**config.mk**
```make
export PLATFORM = sky130hd
export DESIGN_NAME = rstnmi_pinctl
export DESIGN_NICKNAME = d
export VERILOG_FILES = /design/src/rtl/rstnmi_pkg.sv /design/src/rtl/rstnmi_sync.sv /design/src/rtl/rstnmi_edge.sv /design/src/rtl/rstnmi_pinctl.sv
export SDC_FILE = /design/constraint.sdc
export NUM_CORES = 1
export LEC_CHECK = 0
export ABC_AREA = 1
export BUFFER_PORTS_ARGS = -buffer_cell sky130_fd_sc_hd__buf_4
export CORE_AREA = 2 2 39 41
export CTS_CLUSTER_DIAMETER = 30
export DETAILED_ROUTE_END_ITERATION = 16
export DIE_AREA = 0 0 41 43
export PLACE_DENSITY = 0.72
export SKIP_LAST_GASP = 1
export SLEW_MARGIN = 20
export SYNTH_ARGS = -nofsm -noshare
export SYNTH_HDL_FRONTEND = slang
export SYNTH_SLANG_ARGS = --single-unit
```
**constraint.sdc**
```tcl
create_clock -name clk_i -period 2.6 [get_ports clk_i]
set_clock_uncertainty 0.2 [all_clocks]
set_input_delay 0 -clock clk_i [delete_from_list [all_inputs] [get_ports clk_i]]
set_output_delay 0 -clock clk_i [all_outputs]
set_load 0.02 [all_outputs]
```
**src/rtl/rstnmi_pkg.sv**
```systemverilog
package rstnmi_pkg;

    localparam int unsigned REG_CTRL = 0;
    localparam int unsigned REG_IRQ  = 1;
    localparam int unsigned REG_JTAG = 2;

    localparam int unsigned B_ROLE  = 0;
    localparam int unsigned B_FALL  = 1;
    localparam int unsigned B_UP    = 2;
    localparam int unsigned B_PEN   = 3;
    localparam int unsigned B_IE    = 0;
    localparam int unsigned B_FLAG  = 1;
    localparam int unsigned B_LOCK  = 0;

    typedef struct packed {
        logic nmi_role;
        logic edge_fall;
        logic pull_up;
        logic pull_en;
        logic nmi_ie;
        logic nmi_flag;
        logic jtag_lock;
    } pinctl_regs_t;

    localparam pinctl_regs_t REGS_RST = '0;

endpackage

```
**src/rtl/rstnmi_sync.sv**
```systemverilog
module rstnmi_sync #(
    parameter int unsigned STAGES  = 2,
    parameter logic        RST_VAL = 1'b1
) (
    input  logic clk_i,
    input  logic rst_n_i,
    input  logic d_i,
    output logic q_o
);

    logic [STAGES-1:0] chain_d, chain_q;

    generate
        if (STAGES == 1) begin : g_one
            always_comb chain_d = d_i;
        end else begin : g_many
            always_comb chain_d = {chain_q[STAGES-2:0], d_i};
        end
    endgenerate

    always_ff @(posedge clk_i or negedge rst_n_i) begin
        if (!rst_n_i) chain_q <= {STAGES{RST_VAL}};
        else          chain_q <= chain_d;
    end

    assign q_o = chain_q[STAGES-1];

endmodule

```
**src/rtl/rstnmi_edge.sv**
```systemverilog
module rstnmi_edge (
    input  logic clk_i,
    input  logic rst_n_i,
    input  logic lvl_i,
    input  logic arm_i,
    input  logic fall_i,
    output logic evt_o
);

    logic hist_d, hist_q;
    logic rose, fell;

    always_comb begin
        hist_d = lvl_i;
        rose   = lvl_i & ~hist_q;
        fell   = ~lvl_i & hist_q;
        evt_o  = arm_i & (fall_i ? fell : rose);
    end

    always_ff @(posedge clk_i or negedge rst_n_i) begin
        if (!rst_n_i) hist_q <= 1'b1;
        else          hist_q <= hist_d;
    end

endmodule

```
**src/rtl/rstnmi_pinctl.sv**
```systemverilog
module rstnmi_pinctl
    import rstnmi_pkg::*;
#(
    parameter int unsigned ADDR_W      = 2,
    parameter int unsigned DATA_W      = 8,
    parameter int unsigned SYNC_STAGES = 2
) (
    input  logic              clk_i,
    input  logic              bor_n_i,
    input  logic [ADDR_W-1:0] addr_i,
    input  logic              wr_en_i,
    input  logic [DATA_W-1:0] wdata_i,
    output logic [DATA_W-1:0] rdata_o,
    input  logic              pin_i,
    output logic              rst_req_o,
    output logic              nmi_irq_o,
    output logic              pull_up_o,
    output logic              pull_en_o,
    output logic              jtag_mode_o
);

    localparam int unsigned MIN_W = 4;

    pinctl_regs_t r_d, r_q;
    logic         pin_sync;
    logic         edge_evt;
    logic         flag_clr;

    rstnmi_sync #(.STAGES(SYNC_STAGES), .RST_VAL(1'b1)) u_sync (
        .clk_i   (clk_i),
        .rst_n_i (bor_n_i),
        .d_i     (pin_i),
        .q_o     (pin_sync)
    );

    rstnmi_edge u_edge (
        .clk_i   (clk_i),
        .rst_n_i (bor_n_i),
        .lvl_i   (pin_sync),
        .arm_i   (r_q.nmi_role),
        .fall_i  (r_q.edge_fall),
        .evt_o   (edge_evt)
    );

    generate
        if (DATA_W < MIN_W) begin : g_bad_width
            initial $error("DATA_W too small for control register");
        end
    endgenerate

    always_comb begin
        r_d      = r_q;
        flag_clr = wr_en_i && (addr_i == ADDR_W'(REG_IRQ)) && !wdata_i[B_FLAG];

        if (wr_en_i) begin
            case (addr_i)
                ADDR_W'(REG_CTRL): begin
                    r_d.nmi_role  = wdata_i[B_ROLE];
                    r_d.edge_fall = wdata_i[B_FALL];
                    r_d.pull_up   = wdata_i[B_UP];
                    r_d.pull_en   = wdata_i[B_PEN];
                end
                ADDR_W'(REG_IRQ): begin
                    r_d.nmi_ie = wdata_i[B_IE];
                end
                ADDR_W'(REG_JTAG): begin
                    if (wdata_i[B_LOCK]) r_d.jtag_lock = 1'b1;
                end
                default: ;
            endcase
        end

        // set has priority over a same-cycle clear
        r_d.nmi_flag = edge_evt | (r_q.nmi_flag & ~flag_clr);
    end

    always_ff @(posedge clk_i or negedge bor_n_i) begin
        if (!bor_n_i) r_q <= REGS_RST;
        else          r_q <= r_d;
    end

    always_comb begin
        rdata_o = '0;
        case (addr_i)
            ADDR_W'(REG_CTRL): begin
                rdata_o[B_ROLE] = r_q.nmi_role;
                rdata_o[B_FALL] = r_q.edge_fall;
                rdata_o[B_UP]   = r_q.pull_up;
                rdata_o[B_PEN]  = r_q.pull_en;
            end
            ADDR_W'(REG_IRQ): begin
                rdata_o[B_IE]   = r_q.nmi_ie;
                rdata_o[B_FLAG] = r_q.nmi_flag;
            end
            ADDR_W'(REG_JTAG): rdata_o[B_LOCK] = r_q.jtag_lock;
            default: ;
        endcase
    end

    assign rst_req_o   = ~r_q.nmi_role & ~pin_sync;
    assign nmi_irq_o   = r_q.nmi_flag & r_q.nmi_ie;
    assign pull_up_o   = r_q.pull_up;
    assign pull_en_o   = r_q.pull_en;
    assign jtag_mode_o = r_q.jtag_lock;

endmodule

```
==> flow_summary.toml <==
[pwr]
switching_power_w = 0.000143
powerDensity_mw_per_mm2 = 557
combPwrFrac_pct = 27.8
power.share.clock_pct = 30.8
pwr-share-seq_pct = 41.4
swShare_pct = 30.4
ir_drop_v = 0.000269
intPower_w = 0.000326
p_leak_nw = 0.439

[setup_path]
crit_type = "in -> reg"
critical_path_required_ps = 2610
cp.arrival_ps = 2140
regToRegEndpoint = "pull_up_o$_DFFE_PN0P_"
reg2reg_depth = 3
worstPathMaxFanout = 6
critPathCaptureType = "flip-flop"
rrSetupSlack_ps = 1200
start_kind = "input pin"
crit_start = "addr_i[1]"
regToRegStartpoint = "pull_up_o$_DFFE_PN0P_"

[detailed_routing]
wl_per_cell_microns = 10.5
drcViolationCount = 0
firstDrtPassIters = 4
postRouteAntennaNets = 0
wl_microns = 1210
drt_iter0_drc = 17
drt-vias-per-instance = 4.57
route.vias.total = 525

[sta]
holdWs_ps = 28.2
tns_ps = 0
period_share_pct = 81.8
fin_ws_ps = 474
min_period_ps = 2130
rsz0062_at_grt = "no"
hold_violations = 0
fmax_mhz = 470
finalSetupViolations = 0
drv_slew = 0

[clock_network]
post_cts_buffers = 0
path_clk_slew_ps = 70
htreeDepth = 1
clk_latency_ps = 270
cts_sinks = 10
cts_tree = "built"
post_cts_resize_count = 0
cts_buffers = 3
ctsHoldBuffers = 17
cts_max_path_buffers = 2
root_buffer = "clkbuf_4"

[grt]
grt_pass1_vias = 545
grt_pass1_wl_microns = 2060
overflow = 0
grt_max_degree = 8
track_usage_pct = 17.6
antenna_found_initial = 0

[placed_design]
gp_congestion = 0.732
place_ws_ps = 1500
io_buffers = 18
place_hpwl_microns = 729

[min_path]
hold_class = "in -> async"

[die]
die_w_microns = 41
row_count = 14
io_pins = 27
core_area_sq_mm = 0.00138
dieArea_sq_mm = 0.00176
chipHeight_microns = 43
start_util_pct = 36.0

[yosys]
seq_area_frac_synth_pct = 51.0
synth-seq-cells = 10
async_flop_share_pct = 100
synthTopCellsByCount = "nand2_1, inv_1, nand3_1, dfrtp_1"
synth_top_area_share_pct = 35.2
synth.distinct_cells = 13
synth-main-ff-cell = "dfrtp_1"
syn_inst = 61
syn_avg_cell_area_sq_um = 8.16
yosysTopAreaCell = "dfrtp_1"
synth-edff-count = 0
syn_area_sq_um = 498
yosys_warnings = 0
yosys-top-cells-area = "dfrtp_1, dfstp_2, nand2_1, nand3_1, inv_1"
yosysMostFrequentCell = "nand2_1"

[run_status]
status = "complete, no violations"

[finish]
fillers = 116
drive_gt1_share_pct = 28.3
diodes = 0
register_area_sq_um = 254
multi_input_area_sq_um = 188
syn2layout_area_growth_pct = 68.8
nets = 114

[flow_run]
max_cap_violations = 0
routing by layer:
metal	vias to the layer above	share of wire (%)	GRT usage, %
met2	23	53	30.9
met5	-	0	0
met4	0	2.0	8.00
met1	243	38	18.2
met3	3	6.3	4.19
li1	256	-	-
state kept, by name (all words and copies together) (netlist names):
name            flops
jtag_mode_o         1
pull_en_o           1
pull_up_o           1
r_q                 4
u_edge.hist_q       1
u_sync.chain_q      2
power groups by stage:
stage	clock network, W	logic [W]	registers [W]
6_report	0.000144	0.000130	0.000194
5_1_grt	0.000154	0.000145	0.000197
4_1_cts	0.000146	0.000129	0.000193
3_5_place_dp	0	0.000107	0.000196
3_3_place_gp	0	0.000105	0.000196
2_1_floorplan	0	0.0000579	0.000199
cells by family after synthesis:
group,count (synthesis),synth area share (%)
other cells,1,0.753
simple gates,33,30.9
flops,10,51.0
buf+inv,14,13.6
compound gates,3,3.77
critical path: stages:
cell,delay (ps)
dlygate4sd3_1,540
buf_4,160
nor2_4,190
nand3_1,90
dlygate4sd3_1,570
nand2_1,70
dlygate4sd3_1,540
layout by cell type, fill, tap and decap left out, drive strengths merged:
cell | Yosys | routed
buf | 4 | 18
nand2 | 18 | 18
dlygate4sd3 | 0 | 17
inv | 10 | 10
nand3 | 8 | 8
dfrtp | 7 | 7
nor2 | 5 | 5
conb | 1 | 4
clkbuf | 0 | 4
dfstp | 3 | 3
o21ai | 3 | 3
nand4 | 2 | 2
layout make-up:
class / count / share of cell area, %
Multi-Input combinational cell: 40 / 22.3
Inverter: 10 / 4.46
Timing Repair Buffer: 35 / 36.3
Tap cell: 16 / 2.38
Sequential cell: 10 / 30.2
Clock buffer: 4 / 4.32
worst max path at each step:
stage	slack [ps]	endpoint	cells past startpoint
floorplan	1540	r_q[1]$_DFF_PN0_	5
global placement	1510	r_q[1]$_DFF_PN0_	5
detailed placement	1500	r_q[1]$_DFF_PN0_	5
CTS	500	pull_up_o$_DFFE_PN0P_	7
global route	410	pull_up_o$_DFFE_PN0P_	7
finish	470	pull_up_o$_DFFE_PN0P_	7
per-stage QoR:
step,area [sq um],total power (W),instances,util (%)
after floorplan,509,0.000257,64,-
after global placement,634,0.000300,94,45.8
after detailed placement,634,0.000303,94,45.8
after CTS,841,0.000468,115,60.8
after global routing,841,0.000495,115,60.8
final,841,0.000468,115,60.8
No activity file was read; power rests on OpenSTA's default activity.
